## src/rtl/pause_gen.sv

```systemverilog
module pause_gen #(
  parameter int OCC_W = 16,
  parameter int QW    = 16
) (
  input  logic             clk,
  input  logic             rst_n,
  input  logic             tx_pause_en,
  input  logic             rx_pause_en,
  input  logic [OCC_W-1:0] fifo_bytes,
  input  logic [OCC_W-1:0] on_thresh,
  input  logic [OCC_W-1:0] off_thresh,
  input  logic [QW-1:0]    init_quanta,
  input  logic [QW-1:0]    refresh_quanta,
  input  logic             quanta_tick,
  input  logic             ack,
  output logic             req,
  output logic [QW-1:0]    req_quanta,
  output logic             pause_ignore
);
  logic          congested;
  logic [QW-1:0] cnt;

  wire enter   = !congested && (fifo_bytes >= on_thresh);
  wire leave   = congested && (fifo_bytes < off_thresh);
  wire counting = congested && !req && quanta_tick && (refresh_quanta != '0);
  wire last_tick = (cnt == refresh_quanta - 1'b1);

  assign pause_ignore = !rx_pause_en;

  always_ff @(posedge clk) begin
    if (!rst_n) begin
      congested  <= 1'b0;
      cnt        <= '0;
      req        <= 1'b0;
      req_quanta <= '0;
    end else begin
      if (ack) req <= 1'b0;
      if (!tx_pause_en) begin
        congested <= 1'b0;
        cnt       <= '0;
      end else if (enter) begin
        congested  <= 1'b1;
        req        <= 1'b1;
        req_quanta <= init_quanta;
        cnt        <= '0;
      end else if (leave) begin
        congested  <= 1'b0;
        req        <= 1'b1;
        req_quanta <= '0;
        cnt        <= '0;
      end else if (counting) begin
        if (last_tick) begin
          req        <= 1'b1;
          req_quanta <= init_quanta;
          cnt        <= '0;
        end else begin
          cnt <= cnt + 1'b1;
        end
      end
    end
  end
endmodule

```

## config.mk

```make
export PLATFORM = sky130hd
export DESIGN_NAME = pause_gen
export DESIGN_NICKNAME = d
export VERILOG_FILES = /design/src/rtl/pause_gen.sv
export SDC_FILE = /design/constraint.sdc
export NUM_CORES = 1
export LEC_CHECK = 0
export BUFFER_PORTS_ARGS = -buffer_cell sky130_fd_sc_hd__buf_2
export CORE_MARGIN = 5
export CORE_UTILIZATION = 50
export DETAILED_ROUTE_END_ITERATION = 10
export GPL_TIMING_DRIVEN = 0
export PLACE_DENSITY = 0.84
export SLEW_MARGIN = 0
export SYNTH_ARGS = -nofsm -noshare
export SYNTH_HDL_FRONTEND = slang
export SYNTH_SLANG_ARGS = --single-unit
```

## constraint.sdc

```tcl
create_clock -name clk -period 3 [get_ports clk]
set_clock_uncertainty 0.05 [all_clocks]
set_input_delay 0.6 -clock clk [delete_from_list [all_inputs] [get_ports clk]]
set_output_delay 0.6 -clock clk [all_outputs]
set_load 0.01 [all_outputs]
```

==> results of run 1 <==
[worst max-delay path: cells and delay by family]
| family | cells | cell delay, ps |
|---|---|---|
| buffers and inverters | 3 | 460 |
| AND/OR/NAND/NOR | 4 | 980 |
| adder cells (fa/ha/maj) | 1 | 190 |
| AO/OA/AOI/OAI | 3 | 800 |
[through the flow]
stage | cells | TNS [ps] | util | power, W | worst slack (ps)
final | 538 | 0 | 0.6613 | 0.001333 | 130.6
after global routing | 538 | 0 | 0.6613 | 0.001406 | 19.76
after detailed placement | 525 | -7013 | 0.6278 | 0.0008151 | -337.3
after CTS | 535 | 0 | 0.6551 | 0.001332 | 12.63
after global placement | 525 | -5357 | 0.6278 | 0.0007999 | -288.3
after floorplan | 351 | 0 | - | 0.0006832 | 186.4
[worst paths after layout]
kind,startpoint,to,slack (ps),cells past startpoint
worst max-delay path,refresh_quanta[0],req_quanta[7],130,11
worst min-delay path,req_quanta[14],req_quanta[14],410,2
worst max register to register,cnt[2],req_quanta[7],540,7
worst min register to register,req_quanta[14],req_quanta[14],410,2
[power by group through the flow]
stage / logic, W / registers (W) / clock network [W]
5_1_grt: 0.000384 / 0.000476 / 0.000545
3_5_place_dp: 0.000331 / 0.000484 / 0
2_1_floorplan: 0.000193 / 0.000491 / 0
4_1_cts: 0.000336 / 0.000474 / 0.000522
6_report: 0.000344 / 0.000474 / 0.000514
3_3_place_gp: 0.000316 / 0.000484 / 0
[placed cells by master (no fill, tap or decap), drive strengths merged, types with 4 or more instances in the layout]
cell type,synthesis,final
clkbuf,6,12
xor2,12,12
nor2,13,13
dfxtp,34,34
inv,54,54
nand2,31,31
a21oi,6,6
a211oi,5,5
nand4,11,11
buf,4,110
o21ai,8,8
o32ai,16,16
ha,33,33
nor3,25,25
and3,5,5
o21a,4,4
nor4,6,6
xnor2,22,22
a21o,6,6
nand3,10,10
[flip-flops by register name (all words and copies together), names as in the netlist]
name and cells:
req_quanta 16, congested 1, cnt 16, req 1
[logic make-up after synthesis]
logic type      count (synthesis)  share of synthesized area
compound gates                 66                     0.2112
xor+xnor                       34                     0.1020
fa+ha+maj                      33                     0.1414
buf+inv                        64                    0.08783
flops                          34                     0.2331
mux                             1                   0.003428
simple gates                  119                     0.2211
[what timing repair did]
action / in CTS / in global routing
resized for setup: 0 / 3
pin swaps: 1 / 4
endpoints found under the setup margin: 10 / 27
buffers inserted: 2 / 2
cloned: 0 / 1
hold endpoints to repair: 0 / 0
[final cells by class]
class,count,area (um2),area share
clock buffer,5,68.82,0.01856
buffer,10,56.30,0.01518
clock inverter,3,68.82,0.01856
sequential,34,680.7,0.1835
timing repair buffer,107,545.5,0.1471
inverter,54,202.7,0.05466
multi-input combinational,253,1996,0.5381
tap,72,90.09,0.02429
[routing by layer]
metal	part of all wire	vias to the layer above
met1	0.40	1336
met3	0.060	17
met5	0	-
met2	0.52	84
met4	0.019	0
li1	-	1486
==> run metrics, run 1 <==
CP dominant cell by count buf_2; Mapped Nets between 400 and 500; Hold Vio Cnt, Final 0; Final period util 0.9565; global routing's busiest layer met2; Pint between 0.0009 and 0.001 W; Top FF cell, synth dfxtp_1; area delta synth->final 26.99%; port bufs slightly above 100; final instance area between 0.003 and 0.004 mm2; Slew @ Worst Pin ~580 ps; pwr dens 359.3 mW/mm2; Yosys reg bits 34; Worst Setup Start Kind primary input; top cell type's share of synthesized area 0.2331; share of power burned in the clock network 0.386; core box area 0.005608 mm2; total CTS buffers 5; largest net degree at the start of global routing 13; Die Area around 0.0075 mm2; CTS Buffer Depth 2; Via Count about 2900; Root Buffer clkbuf_8; H-tree depth 2; via/cell ratio roughly 5.4; worst endpoint data arrival time a little over 3000 ps; share of cells above drive strength 1 0.3004; Pins Over Slew Limit 0; synthesized cell area between 0.002 and 0.003 mm2; DP Wirelength 6.268 mm; P_leak between 1.5 and 2 nW; outcome complete, no violations; GR Util met2 0.3734; clock slew seen by the registers of the worst setup and hold paths around 80 ps; Yosys warning count 0; first-pass GRT wire length about 13 mm; vias in the first global route approximately 3000; RePlAce Congestion ~0.86; Wirelength per Cell roughly 14 um; Setup Viol. Count Final 0; Sink Count 34; Max Cap Viol 0; Net Sw Power about 0.00037 W; largest area contributor in the netlist dfxtp_1; TritonRoute pass-1 iters 4; Die X 86.43 um; routed wire length between 7 and 8 mm; Clk Latency, worst-skew pair 290 ps; slew margin rel. 0.6123; Seq pwr share 0.356; sw frac 0.2807; slowest stage cell, crit path o31a_1; crit path capture type flip-flop; DRT iter0 DRCs 84; Seq/Total Area, Yosys 0.2331; Die H between 80 and 90 um; grt total ovfl 0; DRT antenna net count 0; FP Rows 27; initial core utilization 0.5207; CTS tree done; CP cell instances buf_2 -> inv_1 -> ha_4 -> nor2b_1 -> or3_1 -> a31oi_1 -> nand4_1 -> or3_4 -> o31a_1 -> buf_2 -> o32ai_2; Synth top cells by count inv_1, dfxtp_1, ha_1; Tot GR Track Use 0.2031; initial antenna violation count 0; most frequent cell after synthesis inv_1; Syn Inst Count 351; Synth cell types 54; Ports around 100; Gate power share 0.258; GR Layer Usage met3 0.03897; placed cell area approximately 0.0035 mm2; VDD IR max 0.2127 mV; fin nets 584; EDFF count, synth 0; RSZ-0062 raised after global routing no; hold bufs inserted after CTS 0; Worst Path Required 3160 ps; fin crit period approximately 2900 ps; Max Clock Freq 348.5 MHz; Post-Syn Area per Cell 8.320 um2; final routed DRC violation total 0; Crit Path Max Fanout 8; hold_ws roughly 410 ps; Synth area leaders dfxtp_1, ha_1, inv_1; filler cell count in the final layout roughly 480; Worst Hold Class flip-flop to flip-flop; Setup CP Type primary input to flip-flop; GR met1 Demand/Resource 0.2337; Async SR Flop Fraction 0; # diodes 0; crit-path max cell delay 430 ps
Note: power is estimated with default switching activity, not from simulation.
==> run 2, diff against run 1 <==
- BUFFER_PORTS_ARGS: -buffer_cell sky130_fd_sc_hd__buf_2 -> -buffer_cell sky130_fd_sc_hd__buf_4
==> run 2 against run 1 <==
  * Sequential share of layout area is 1.2 points lower
  * Cell area up 6.8%
  * Die area stayed put
  * Sequential cell count stayed put
  * Combinational power up 11%
  * Non-clock buffer count rose by 1
  * Cell count up 0.19%
  * Register-to-register slack worse by 80 ps
  * Critical path type unchanged
==> run metrics, run 2 (synthesis gave the netlist of run 1 again) <==
Die Area about 0.0075 mm2; hold bufs inserted after CTS 0; TritonRoute pass-1 iters 4; Sink Count 34; pwr dens between 300 and 400 mW/mm2; Die X approximately 86 um; worst endpoint data arrival time just over 3000 ps; Worst Setup Start Kind primary input; clock slew seen by the registers of the worst setup and hold paths around 70 ps; fin nets just under 600; most common cell after layout, fill and taps aside buf_4; Via Count between 2000 and 3000; final instance area just under 0.004 mm2; DRT iter0 DRCs 85; Net Sw Power between 0.0003 and 0.0004 W; VDD IR max approximately 0.27 mV; core box area approximately 0.0056 mm2; r2r worst-path depth 8; Root Buffer clkbuf_8; area delta synth->final 35.60%; filler cell count in the final layout 476; largest registers cnt x16, req_quanta x16; Reg2Reg Capture Point req_quanta[8]; Die H between 80 and 90 um; slew margin rel. 0.6069; Worst Path Required ~3100 ps; sw frac 0.2779; via/cell ratio 5.477; initial antenna violation count 0; final core utilization 0.7062; Crit Path Max Fanout 8; Ports 104; r2r startpoint cnt[2]; routed wire length slightly below 8 mm; first-pass GRT wire length about 13 mm; CTS tree done; Pins Over Slew Limit 0; largest net degree at the start of global routing 13; port bufs ~100; Pint between 0.0009 and 0.001 W; Hold Vio Cnt, Final 0; vias in the first global route between 3000 and 4000; worst reg2reg setup slack 460 ps; CTS Buffer Depth 2; Setup Viol. Count Final 0; # diodes 0; Final period util 0.9766; Max Cap Viol 0; FP Rows 27; grt total ovfl 0; Setup CP Type primary input to flip-flop; P_leak 1.851 nW; share of cells above drive strength 1 0.3019; FF+latch area between 600 and 700 um2; Clk Latency, worst-skew pair about 300 ps; placed cell area approximately 0.0038 mm2; Slew @ Worst Pin 589.7 ps; worst hold endpoint req_quanta[0]; most frequent cells in the layout buf_4, inv_1, dfxtp_1; HP Start req_quanta[0]; Wirelength per Cell approximately 15 um; final routed DRC violation total 0; Critical Path Start refresh_quanta[0]; DRT antenna net count 0; Tot GR Track Use 0.2075; share of power burned in the clock network 0.378; DP Wirelength around 6.3 mm; multi-input logic area approximately 0.002 mm2; fin crit period between 2000 and 3000 ps; Worst Hold Depth 2; Max Clock Freq between 300 and 400 MHz; RePlAce Congestion roughly 0.86; Seq pwr share 0.344; crit path capture type flip-flop; outcome complete, no violations; Gate power share 0.278; H-tree depth 2; RSZ-0062 raised after global routing no; Worst Hold Class flip-flop to flip-flop; total CTS buffers 5; initial core utilization 0.5207
-- run 2: changes by cell type in the layout (fill, tap and decap cells not counted) --
cell	before	now
ha_2	0	1
a2111oi_0	2	1
buf_2	103	2
clkbuf_4	1	0
ha_4	1	0
a2111oi_1	0	1
buf_4	4	107
-- run 2: per-stage QoR --
step           instances  total power [W]  worst slack, ps  hold slack [ps]  TNS (ps)
2_1_floorplan        351        0.0006832            186.4            417.2         0
3_3_place_gp         525        0.0008402           -225.1            399.3     -3826
3_5_place_dp         525        0.0008549           -240.9            410.5     -4421
4_1_cts              533         0.001367            29.21            421.7         0
5_1_grt              539         0.001444            3.314            447.8         0
6_report             539         0.001379            70.18            419.6         0
-- run 2: how the worst max path moves through the flow --
stage / to / depth (start not counted)
floorplan: req_quanta[1] / 10
global placement: req_quanta[8] / 11
detailed placement: req_quanta[8] / 11
CTS: req_quanta[8] / 11
global route: req_quanta[8] / 12
finish: req_quanta[8] / 12
-- run 2: power by group through the flow --
stage / registers, W / clock network (W) / logic, W
final: 0.000475 / 0.000521 / 0.000383
after CTS: 0.000474 / 0.000520 / 0.000372
after global placement: 0.000484 / 0 / 0.000356
after floorplan: 0.000491 / 0 / 0.000193
after global routing: 0.000476 / 0.000546 / 0.000421
after detailed placement: 0.000485 / 0 / 0.000370
-- run 2: worst max-delay path, stage by stage --
cell and delay [ps]:
buf_4 120, inv_1 50, ha_2 230, nor2b_1 150
or3_1 350, a31oi_1 190, nand4_1 110, or3_4 390
o41ai_4 440, buf_4 200, buf_6 130, o32ai_2 80
-- run 2: cell type report --
class                           instances  share of cell area
Tap cell                               72             0.02275
Multi-Input combinational cell        253              0.5017
Sequential cell                        34              0.1719
Clock inverter                          3             0.01738
Timing Repair Buffer                  108              0.2041
Clock buffer                            5             0.01738
Buffer                                 10             0.01359
Inverter                               54             0.05118
-- run 2: routing by layer --
layer,GRT usage,up-vias,part of all wire
met4,0.06657,0,0.020
met5,0,-,0
met3,0.03802,15,0.056
li1,-,1491,-
met1,0.2364,1369,0.40
met2,0.3866,77,0.52
-- run 2: timing repair --
item                                    CTS  global route
resized for setup                         0             2
buffers inserted                          0             5
endpoints found under the setup margin    0            12
hold endpoints to repair                  0             0
==> run 3, diff against run 2 <==
--- a/config.mk
+++ b/config.mk
@@ -7,4 +7,5 @@
 export LEC_CHECK = 0
 export BUFFER_PORTS_ARGS = -buffer_cell sky130_fd_sc_hd__buf_4
+export CORE_ASPECT_RATIO = 0.6
 export CORE_MARGIN = 5
 export CORE_UTILIZATION = 50
==> constraint.sdc (replaced) <==
create_clock -name clk -period 3 [get_ports clk]
set_clock_uncertainty 0.05 [all_clocks]
set_input_delay 0 -clock clk [delete_from_list [all_inputs] [get_ports clk]]
set_output_delay 0 -clock clk [all_outputs]
set_load 0.01 [all_outputs]
==> run 3 against run 2 <==
  * Critical path depth fell by 5
  * Clock power fell by 17%
  * Fmax rose by 14%
  * Via count rose by 3.4%
  * Total power fell by 5.1%
  * Non-clock buffer count rose by 12
  * Register-to-register slack got worse by 30 ps
  * Clock-buffer cell count did not move
  * Global-route usage rose by 1.8 points
  * Utilization rose by 1.9 points
  * Die area rose by 0.66%
  * Cell count rose by 3.7%
==> run metrics, run 3 (synthesis gave the netlist of run 1 again) <==
Seq pwr share 0.364; final routed DRC violation total 0; Setup CP Type flip-flop to flip-flop; Worst Hold Class primary input to flip-flop; Clk Latency, worst-skew pair between 200 and 300 ps; port bufs about 100; vias in the first global route slightly below 3000; via/cell ratio about 5.5; FP Rows 21; slowest stage cell, crit path o41ai_4; initial antenna violation count 0; share of cells above drive strength 1 0.2797; core box area ~0.0056 mm2; Max Cap Viol 0; most frequent cells in the layout buf_4, inv_1, dfxtp_1; r2r worst-path depth 7; Die H just under 70 um; clock slew seen by the registers of the worst setup and hold paths 80 ps; H-tree depth 2; fin nets between 500 and 600; hold_ws roughly 91 ps; Gate power share 0.307; Pins Over Slew Limit 0; post-cts sizing count 0; Net Sw Power ~0.00039 W; RSZ-0062 raised after global routing no; CP cell instances or3_1 -> a31oi_1 -> nand4_1 -> or3_4 -> o41ai_4 -> buf_6 -> o32ai_2; P_leak 1.874 nW; pwr dens approximately 320 mW/mm2; Max Clock Freq just under 400 MHz; TritonRoute pass-1 iters 5; initial core utilization 0.5194; # diodes 0; CTS Buffer Depth 2; slew margin rel. 0.6043; Wirelength per Cell between 15 and 20 um; CTS tree done; Crit Path Max Fanout 10; DRT iter0 DRCs 216; crit path capture type flip-flop; r2r startpoint cnt[2]; Root Buffer clkbuf_8; VDD IR max 0.1949 mV; Setup Viol. Count Final 0; Die X ~110 um; placed cell area between 0.003 and 0.004 mm2; largest registers cnt x16, req_quanta x16; Hold Vio Cnt, Final 0; Critical Path Start cnt[2]; Slew @ Worst Pin 591.5 ps; total CTS buffers 5; grt total ovfl 0; HP Start rst_n; first-pass GRT wire length 13.95 mm; final instance area about 0.004 mm2; Ports between 100 and 150; largest net degree at the start of global routing 13; area delta synth->final 39.72%; Tot GR Track Use 0.2260; Final period util 0.8576; RePlAce Congestion between 0.8 and 0.9; DP Wirelength 6.661 mm; Via Count between 3000 and 4000; Worst Setup Start Kind flip-flop; Sink Count 34; most common cell after layout, fill and taps aside buf_4; DRT antenna net count 0; Worst Path Required 3110 ps; fin crit period between 2000 and 3000 ps; Die Area around 0.0075 mm2; crit-path max cell delay a little over 500 ps; share of power burned in the clock network 0.329; worst endpoint data arrival time around 2700 ps; Pint ~0.0009 W; setup TNS 0 ps; Worst Hold Depth 3; outcome complete, no violations; sw frac 0.2993; routed wire length ~8.9 mm
run 3: layer usage:
| layer | up-vias | share of wire | GRT usage | wire length, um |
|---|---|---|---|---|
| met5 | - | 0 | 0 | 0 |
| met4 | 0 | 0.0068 | 0.03782 | 60 |
| met1 | 1408 | 0.44 | 0.2945 | 3875 |
| met2 | 119 | 0.47 | 0.3771 | 4176 |
| li1 | 1513 | - | - | - |
| met3 | 12 | 0.085 | 0.06233 | 751 |
run 3: cell type report:
type | count | area [um2]
Multi-Input combinational cell | 253 | 1983
Fill cell | 414 | 1543
Timing Repair Buffer | 120 | 945.9
Sequential cell | 34 | 680.7
Inverter | 54 | 202.7
Tap cell | 80 | 100.1
Clock buffer | 5 | 68.82
Buffer | 10 | 53.80
Clock inverter | 3 | 45.04
run 3: worst max-delay path: cells and delay by family (launching register included):
kind                   cells  cell delay, ps
buffers and inverters      1             260
AND/OR/NAND/NOR            3             900
AO/OA/AOI/OAI              3             830
flip-flops                 1             400
run 3: final timing paths:
| check | to | slack (ps) |
|---|---|---|
| worst max-delay path | req_quanta[8] | 430 |
| worst min-delay path | req_quanta[13] | 90 |
| worst max register to register | req_quanta[8] | 430 |
| worst min register to register | req_quanta[13] | 420 |
run 3: what timing repair did:
item | in CTS | in global routing
endpoints found under the hold margin | 18 | 0
buffers inserted | 0 | 0
hold buffers | 18 | 0
run 3: stage by stage:
step                      instances  utilization  total power [W]  setup WS, ps
after global placement          533       0.6733        0.0008436         358.5
after detailed placement        533       0.6733        0.0008570         295.6
final                           559       0.7256         0.001309         427.1
after floorplan                 351            -        0.0006832         786.4
after global routing            559       0.7256         0.001370         323.1
after CTS                       559       0.7256         0.001301         452.7
run 3: power by group through the flow:
| stage | Combinational (W) | Clock [W] | Sequential, W |
|---|---|---|---|
| detailed placement | 0.000371 | 0 | 0.000486 |
| finish | 0.000401 | 0.000431 | 0.000476 |
| floorplan | 0.000193 | 0 | 0.000491 |
| CTS | 0.000392 | 0.000434 | 0.000475 |
| global placement | 0.000358 | 0 | 0.000485 |
| global route | 0.000435 | 0.000457 | 0.000478 |
